[src/rtl/adc_frm_pkg.sv]
package adc_frm_pkg;
  typedef struct packed {
    logic rise;
    logic fall;
  } sclk_ev_t;
endpackage

[src/rtl/sclk_edge.sv]
module sclk_edge
  import adc_frm_pkg::*;
(
  input  logic     clk,
  input  logic     rst,
  input  logic     ser_clk,
  output sclk_ev_t ev
);
  logic sclk_q;

  always_ff @(posedge clk) begin
    if (rst) sclk_q <= 1'b0;
    else     sclk_q <= ser_clk;
  end

  assign ev.rise = ser_clk & ~sclk_q;
  assign ev.fall = ~ser_clk & sclk_q;
endmodule

[src/rtl/ctrl_capture.sv]
module ctrl_capture
  import adc_frm_pkg::*;
#(
  parameter int CTRL_W = 8
) (
  input  logic              clk,
  input  logic              rst,
  input  logic              sel_n,
  input  logic              ser_in,
  input  sclk_ev_t          ev,
  input  logic              accept_ok,
  output logic              fire,
  output logic [CTRL_W-1:0] cmd
);
  localparam int CNT_W = $clog2(CTRL_W + 1);
  localparam logic [CNT_W-1:0] LAST = CNT_W'(CTRL_W - 1);
  localparam logic [CNT_W-1:0] ONE  = CNT_W'(1);

  logic              active;
  logic [CNT_W-1:0]  cnt;
  logic [CTRL_W-1:0] sh;

  always_ff @(posedge clk) begin
    if (rst) begin
      active <= 1'b0;
      cnt    <= '0;
      sh     <= '0;
      fire   <= 1'b0;
      cmd    <= '0;
    end else if (sel_n) begin
      active <= 1'b0;
      cnt    <= '0;
      fire   <= 1'b0;
    end else begin
      if (ev.fall && fire) fire <= 1'b0;
      if (ev.rise) begin
        if (active) begin
          sh <= {sh[CTRL_W-2:0], ser_in};
          if (cnt == LAST) begin
            active <= 1'b0;
            cnt    <= '0;
            fire   <= 1'b1;
            cmd    <= {sh[CTRL_W-2:0], ser_in};
          end else begin
            cnt <= cnt + ONE;
          end
        end else if (ser_in && accept_ok && !fire) begin
          active <= 1'b1;
          cnt    <= ONE;
          sh     <= {{(CTRL_W-1){1'b0}}, 1'b1};
        end
      end
    end
  end
endmodule

[src/rtl/result_shifter.sv]
module result_shifter
  import adc_frm_pkg::*;
#(
  parameter int RES_W     = 10,
  parameter int GUARD_BIT = 3
) (
  input  logic             clk,
  input  logic             rst,
  input  logic             sel_n,
  input  sclk_ev_t         ev,
  input  logic             fire,
  input  logic [RES_W-1:0] sample,
  output logic             accept_ok,
  output logic             ser_out,
  output logic             conv_done,
  output logic             conv_req
);
  localparam int CW = $clog2(RES_W + 2);
  localparam logic [CW-1:0] ONE   = CW'(1);
  localparam logic [CW-1:0] LASTB = CW'(RES_W);
  localparam logic [CW-1:0] OPEN  = CW'(RES_W - GUARD_BIT + 1);

  logic [CW-1:0]    rd_cnt;
  logic [RES_W-1:0] sh;

  assign accept_ok = (rd_cnt == '0) || (rd_cnt >= OPEN);

  always_ff @(posedge clk) begin
    if (rst) begin
      rd_cnt    <= '0;
      sh        <= '0;
      ser_out   <= 1'b0;
      conv_done <= 1'b1;
      conv_req  <= 1'b0;
    end else begin
      conv_req <= 1'b0;
      if (sel_n) begin
        rd_cnt    <= '0;
        ser_out   <= 1'b0;
        conv_done <= 1'b1;
      end else if (ev.fall) begin
        if (fire) begin
          sh        <= sample;
          ser_out   <= 1'b0;
          rd_cnt    <= ONE;
          conv_done <= 1'b0;
          conv_req  <= 1'b1;
        end else if (rd_cnt >= ONE && rd_cnt <= LASTB) begin
          ser_out <= sh[RES_W-1];
          sh      <= {sh[RES_W-2:0], 1'b0};
          rd_cnt  <= rd_cnt + ONE;
          if (rd_cnt == LASTB) conv_done <= 1'b1;
        end else begin
          ser_out <= 1'b0;
        end
      end
    end
  end
endmodule

[src/rtl/adc_frame_if.sv]
module adc_frame_if
  import adc_frm_pkg::*;
#(
  parameter int CTRL_W    = 8,
  parameter int RES_W     = 10,
  parameter int GUARD_BIT = 3
) (
  input  logic              clk,
  input  logic              rst,
  input  logic              ser_clk,
  input  logic              sel_n,
  input  logic              ser_in,
  input  logic [RES_W-1:0]  sample,
  output logic              ser_out,
  output logic              ser_out_en,
  output logic              conv_done,
  output logic              conv_req,
  output logic [CTRL_W-1:0] cmd_byte
);
  sclk_ev_t ev;
  logic     fire;
  logic     accept_ok;

  sclk_edge i_edge (
    .clk(clk), .rst(rst), .ser_clk(ser_clk), .ev(ev)
  );

  ctrl_capture #(.CTRL_W(CTRL_W)) i_cap (
    .clk(clk), .rst(rst), .sel_n(sel_n), .ser_in(ser_in), .ev(ev),
    .accept_ok(accept_ok), .fire(fire), .cmd(cmd_byte)
  );

  result_shifter #(.RES_W(RES_W), .GUARD_BIT(GUARD_BIT)) i_shf (
    .clk(clk), .rst(rst), .sel_n(sel_n), .ev(ev), .fire(fire),
    .sample(sample), .accept_ok(accept_ok), .ser_out(ser_out),
    .conv_done(conv_done), .conv_req(conv_req)
  );

  always_ff @(posedge clk) begin
    if (rst) ser_out_en <= 1'b0;
    else     ser_out_en <= ~sel_n;
  end
endmodule

[config.mk]
export PLATFORM = sky130hd
export DESIGN_NAME = adc_frame_if
export DESIGN_NICKNAME = d
export VERILOG_FILES = /design/src/rtl/adc_frm_pkg.sv /design/src/rtl/sclk_edge.sv /design/src/rtl/ctrl_capture.sv /design/src/rtl/result_shifter.sv /design/src/rtl/adc_frame_if.sv
export SDC_FILE = /design/constraint.sdc
export NUM_CORES = 1
export LEC_CHECK = 0
export ABC_AREA = 1
export CAP_MARGIN = 40
export CORE_UTILIZATION = 57
export DETAILED_ROUTE_END_ITERATION = 7
export GPL_ROUTABILITY_DRIVEN = 1
export HOLD_SLACK_MARGIN = 0.1
export PLACE_DENSITY = 0.83
export RECOVER_POWER = 100
export SYNTH_ARGS = -nofsm -noshare
export SYNTH_HDL_FRONTEND = slang
export SYNTH_SLANG_ARGS = --single-unit
[constraint.sdc]
create_clock -name clk -period 2.95 [get_ports clk]
set_input_delay 0.885 -clock clk [delete_from_list [all_inputs] [get_ports clk]]
set_output_delay 0.885 -clock clk [all_outputs]
set_load 0.1 [all_outputs]
# --- Word level (Yosys, flattened, before mapping) ---
# Cells that the tools add are included.
word_totals:
  ff_bits: 40
  in_bits: 15
  output_inout_bits: 12
classes:
  addsub: 2
  magnitude_cmp: 3
  n_eq_ne: 2
  muxes: 22
  bitwise_logic: 6
  n_reduce_logical: 18
op_table:
  columns: ["operator", "n"]
  rows:
  - ["$mux 10", 2]
  - ["$mux 4", 5]
  - ["$mux 7", 2]
  - ["$mux 1", 13]
  - ["$reduce_and 3->1", 3]
  - ["$add 4x1->4 const B", 2]
  - ["$reduce_bool 2->1", 3]
  - ["$eq 4x3->1 const B", 1]
  - ["$eq 4x4->1 const B", 1]
  - ["$ge 4x1->1 const B", 1]
  - ["$ge 4x4->1 const B", 1]
  - ["$le 4x4->1 const B", 1]
  - ["$logic_and 1x1->1", 4]
  - ["$logic_not 4->1", 1]
  - ["$not 1->1", 4]
  - ["$reduce_and 2->1", 2]
  - ["$reduce_and 4->1", 1]
  - ["$reduce_or 3->1", 1]
  - ["$and 1x1->1", 2]
  - ["$reduce_or 2->1", 1]
  - ["$logic_not 1->1", 1]
  - ["$logic_or 1x1->1", 1]

# --- Longest topological paths before layout ---
logic_depth:
  depth_word: 7
  depth_mapped: 10
  mapped_depth_nobuf: 9

# --- Cells and area by module ---
# A second synthesis with hierarchy kept.
hier_totals:
  hier_cells: 269
  area_unflattened_um2: 2042.0
modules_own_cells:
  columns: ["mod", "n_inst", "cells_per_inst", "area_per_inst_um2", "seq_area_each_um2"]
  rows:
  - ["ctrl_capture", 1, 140, 1069.8, 420.4]
  - ["result_shifter", 1, 121, 909.6, 340.3]
  - ["sclk_edge", 1, 6, 38.8, 20.0]
  - ["adc_frame_if", 1, 2, 23.8, 20.0]

# --- Worst setup path before layout ---
# Ideal clock, no wire load.
synth_timing:
  path_type: "register to output"
  start: "register i_shf.conv_done"
  end: "output conv_done"
  t_arrival_ns: 0.925
  required_time_ns: 2.065
  slack_ns: 1.140
  path_stages_with_launch: 1
  path_buffers: 0
  path_cell_list: "dfxtp_1"
synth_rtl:
  columns: ["item", "line_no", "text"]
  rows:
  - ["start, declared", "result_shifter.sv:15", "output logic conv_done,"]
  - ["start signal, assigned", "result_shifter.sv:33", "conv_done <= 1'b1;"]
  - ["start signal, assigned", "result_shifter.sv:40", "conv_done <= 1'b1;"]
  - ["start signal, assigned", "result_shifter.sv:46", "conv_done <= 1'b0;"]
  - ["end, declared", "adc_frame_if.sv:16", "output logic conv_done,"]
# No word-level cell between the ends.

# --- Worst setup path in the final report ---
layout_timing:
  start: "register i_cap.cmd[3]"
  end: "output cmd_byte[3]"
layout_rtl:
  columns: ["item", "line_no", "text"]
  rows:
  - ["start, declared", "ctrl_capture.sv:13", "output logic [CTRL_W-1:0] cmd"]
  - ["start signal, assigned", "ctrl_capture.sv:43", "cmd <= {sh[CTRL_W-2:0], ser_in};"]
  - ["end, declared", "adc_frame_if.sv:18", "output logic [CTRL_W-1:0] cmd_byte"]
# No word-level cell between the ends.

==> reports/metrics.csv <==
stage,metric,value,unit
outcome,status,"complete, no violations",
floorplan,io pins,27,
timing,skew final,0.008668,ns
min_path,Worst Min Path Start,i_shf.ser_out,
power_and_ir_drop,Power Internal,0.8364,mW
place,"worst slack, placed",0.4295,ns
critical_path,reg2reg end,i_cap.sh[1],
timing,Tmin final,2.461,ns
min_path,Hold Path Depth,2,
cts,Worst-Skew Late Latency,0.36,ns
drt,Vias,1748,
power_and_ir_drop,switching share of total power,22.19,%
timing,slew margin rel.,22.25,%
critical_path,Worst Reg-to-Reg Cells,9,
cts,CTS H-tree lvls,2,
critical_path,CP arrival,1.58,ns
critical_path,crit-path leading delay family,buffers and inverters,
critical_path,Worst path max stage delay,0.86,ns
drt,DR iter-0 viols,81,
floorplan,row count,20,
synth,Post-Syn Nets,280,
synth,compound-gate portion of the synthesized area,14.69,%
critical_path,R2R setup slack,1.12,ns
layout,Area Growth Syn to Fin,13.04,%
layout,fin nets,303,
layout,most frequent cells in the layout,"nand2_1, nor2_1, dfxtp_1",
critical_path,Setup CP Type,reg2out,
critical_path,r2r startpoint,i_shf.rd_cnt[0],
grt,grt total ovfl,0,
synth,post-synthesis cell type count,24,
timing,final hold violations,0,
critical_path,cell at the slowest stage of the critical path,clkbuf_1,
power_and_ir_drop,maximum VDD drop,0.4573,mV
floorplan,die width,59.59,um
cts,CTS Buffer Depth,2,
cts,post_cts resized,0,
place,IO buf count,26,
drt,TritonRoute pass-1 iters,4,
timing,RSZ-0062 raised after global routing,false,
critical_path,crit-path cells,clkbuf_1,
grt,initial antenna violation count,0,
timing,Final Worst Setup Slack,0.4887,ns
drt,final antenna-violating net count,0,
cts,clk slew on worst S/H paths,0.13,ns
layout,share of cells above drive strength 1,5.282,%
grt,largest net degree at the start of global routing,35,
critical_path,"Req. time, crit path",2.07,ns
power_and_ir_drop,Net Sw Power,0.2385,mW
cts,hold_buf cts,0,
floorplan,die span in y,59.59,um
timing,Max Clk Rate,406.3,MHz
synth,sequential share of the synthesized area,42.36,%
layout,"commonest non-fill, non-tap cell in the layout",nand2_1,
power_and_ir_drop,part of the power in registers,51.5,%
critical_path,Crit Path Max Fanout,2,
synth,Seq cells post-synth,40,
synth,top-area cell type share of the netlist area,42.36,%
synth,largest family of logic cells by synthesized area,simple AND/OR/NAND/NOR gates,
timing,Slew @ Worst Pin,1.171,ns
cts,TritonCTS Buffers,5,
drt,post-DR vias/cell,5.329,
layout,ant diodes,0,
power_and_ir_drop,clock power share,41.6,%
synth,Synth Area in Simple Gates,31.70,%
cts,"Setup Fix Bufs, Post-CTS",0,
timing,Setup TNS,0,ns
power_and_ir_drop,Final Total Pwr,1.075,mW
drt,DRC,0,
floorplan,Die Area,3551,um2
power_and_ir_drop,P_leak,0.8543,nW
timing,# setup viols final,0,
synth,Ys Warns,0,
synth,post-synthesis mux area share,0,%
synth,xor/xnor share of the synthesized area,0.4633,%
timing,fin crit share,83.43,%
synth,post-synth top area cell,dfxtp_1,
synth,Mapped Cells,261,
place,HPWL Detailed,2.576,mm
drt,routed len/inst,12.07,um
critical_path,CP endpoint kind,output port,
floorplan,Core Region,3103,um2
place,Placer Congestion,0.8065,
synth,Mapped Area,1891,um2
min_path,Worst Hold Class,reg2reg,
floorplan,Initial Util,60.93,%
critical_path,worst path bufs/invs,1,
timing,max-slew violation count,0,
synth,Adder-Cell Fraction of Synth Area,2.647,%
grt,first-pass GRT wire length,6.513,mm
min_path,hold path endpoint,i_shf.ser_out,
power_and_ir_drop,combinational fraction of design power,6.9,%
synth,syn avg cell area,7.244,um2
grt,vias in the first global route,1455,
critical_path,Setup crit start kind,flip-flop,
grt,GRT Total Usage,24.64,%
cts,TritonCTS clock tree,built,
flow_run,max-cap viol count,0,
cts,TritonCTS Sinks,40,
drt,final WL,3.959,mm
cts,Root Driver,clkbuf_4,
synth,synth top area cells,"dfxtp_1, nand2_1, a21oi_1",
power_and_ir_drop,Pwr Density,503.0,nW/um2
[registers in the layout, indices dropped and copies added, names as in the netlist]
signal           cells
ser_out_en           1
i_shf.sh            10
i_shf.conv_req       1
i_shf.ser_out        1
i_cap.cmd            8
i_cap.fire           1
i_cap.active         1
i_cap.sh             7
i_shf.rd_cnt         4
i_cap.cnt            4
i_edge.sclk_q        1
i_shf.conv_done      1
[routing by layer]
metal / global-route usage [%] / wire length [um]
met2: 37.88 / 1831
met5: 0 / 0
met1: 32.70 / 1899
met4: 9.302 / 51
met3: 7.205 / 176
[metrics by stage]
| stage | utilization, % | hold WS, ns | instance area (um2) | instances |
|---|---|---|---|---|
| 2_1_floorplan | - | 0.4438 | 1891 | 261 |
| 6_report | 68.87 | 0.4728 | 2137 | 328 |
| 5_1_grt | 68.87 | 0.4969 | 2137 | 328 |
| 4_1_cts | 71.21 | 0.4750 | 2210 | 328 |
| 3_5_place_dp | 68.06 | 0.4565 | 2112 | 321 |
| 3_3_place_gp | 68.06 | 0.4530 | 2112 | 321 |
[synthesized netlist by cell type]
cell,instances
inv_1,13
nor2_1,40
clkbuf_1,5
a21boi_0,9
nand3_1,12
nand4_1,13
ha_1,4
clkinv_1,3
nor2_4,1
buf_6,4
inv_2,2
o21ai_0,11
o21ai_1,1
a21oi_1,30
nand2_2,3
dfxtp_1,40
nand3_2,3
nand2_4,1
buf_4,1
nand2_1,58
xnor2_1,1
nor2_2,2
buf_2,3
nor4_1,1
[worst register-to-register path, delay by kind of cell (launching register included)]
family / cells / cell delay, ns
adder cells (fa/ha/maj): 1 / 0.18
flip-flops: 1 / 0.39
buffers and inverters: 2 / 0.15
AND/OR/NAND/NOR: 5 / 0.88
AO/OA/AOI/OAI: 1 / 0.13
[power by group through the flow]
stage,registers [mW],clock network (mW),logic [mW]
after floorplan,0.569,0,0.0442
after global placement,0.566,0,0.0766
after detailed placement,0.566,0,0.0774
after CTS,0.554,0.448,0.0780
after global routing,0.555,0.474,0.0825
final,0.554,0.447,0.0742
[logic make-up (layout without fill, tap and decap cells)]
logic type               Yosys count  after routing
XOR/XNOR                           1              1
buffers and inverters             31             54
AO/OA/AOI/OAI                     51             51
flip-flops                        40             40
AND/OR/NAND/NOR                  134            134
adder cells (fa/ha/maj)            4              4
[how the worst max path moves through the flow]
stage / start / end / slack [ns] / cells after the start
after detailed placement: ser_clk / i_cap.cmd[6] / 0.43 / 8
after global routing: ser_clk / i_cap.cmd[6] / 0.38 / 8
final: i_cap.cmd[3] / cmd_byte[3] / 0.49 / 1
after global placement: ser_clk / i_cap.cmd[4] / 0.49 / 8
after floorplan: i_shf.conv_done / conv_done / 1.14 / 0
after CTS: ser_clk / i_cap.cmd[6] / 0.81 / 8
[cell type report]
| class | count | area, um2 |
|---|---|---|
| tap | 44 | 55.05 |
| clock buffer | 5 | 37.54 |
| fill | 297 | 965.9 |
| inverter | 18 | 67.56 |
| clock inverter | 2 | 60.06 |
| timing repair buffer | 29 | 207.7 |
| multi-input combinational | 190 | 908.4 |
| sequential | 40 | 800.8 |
No activity file was read; power rests on OpenSTA's default activity.
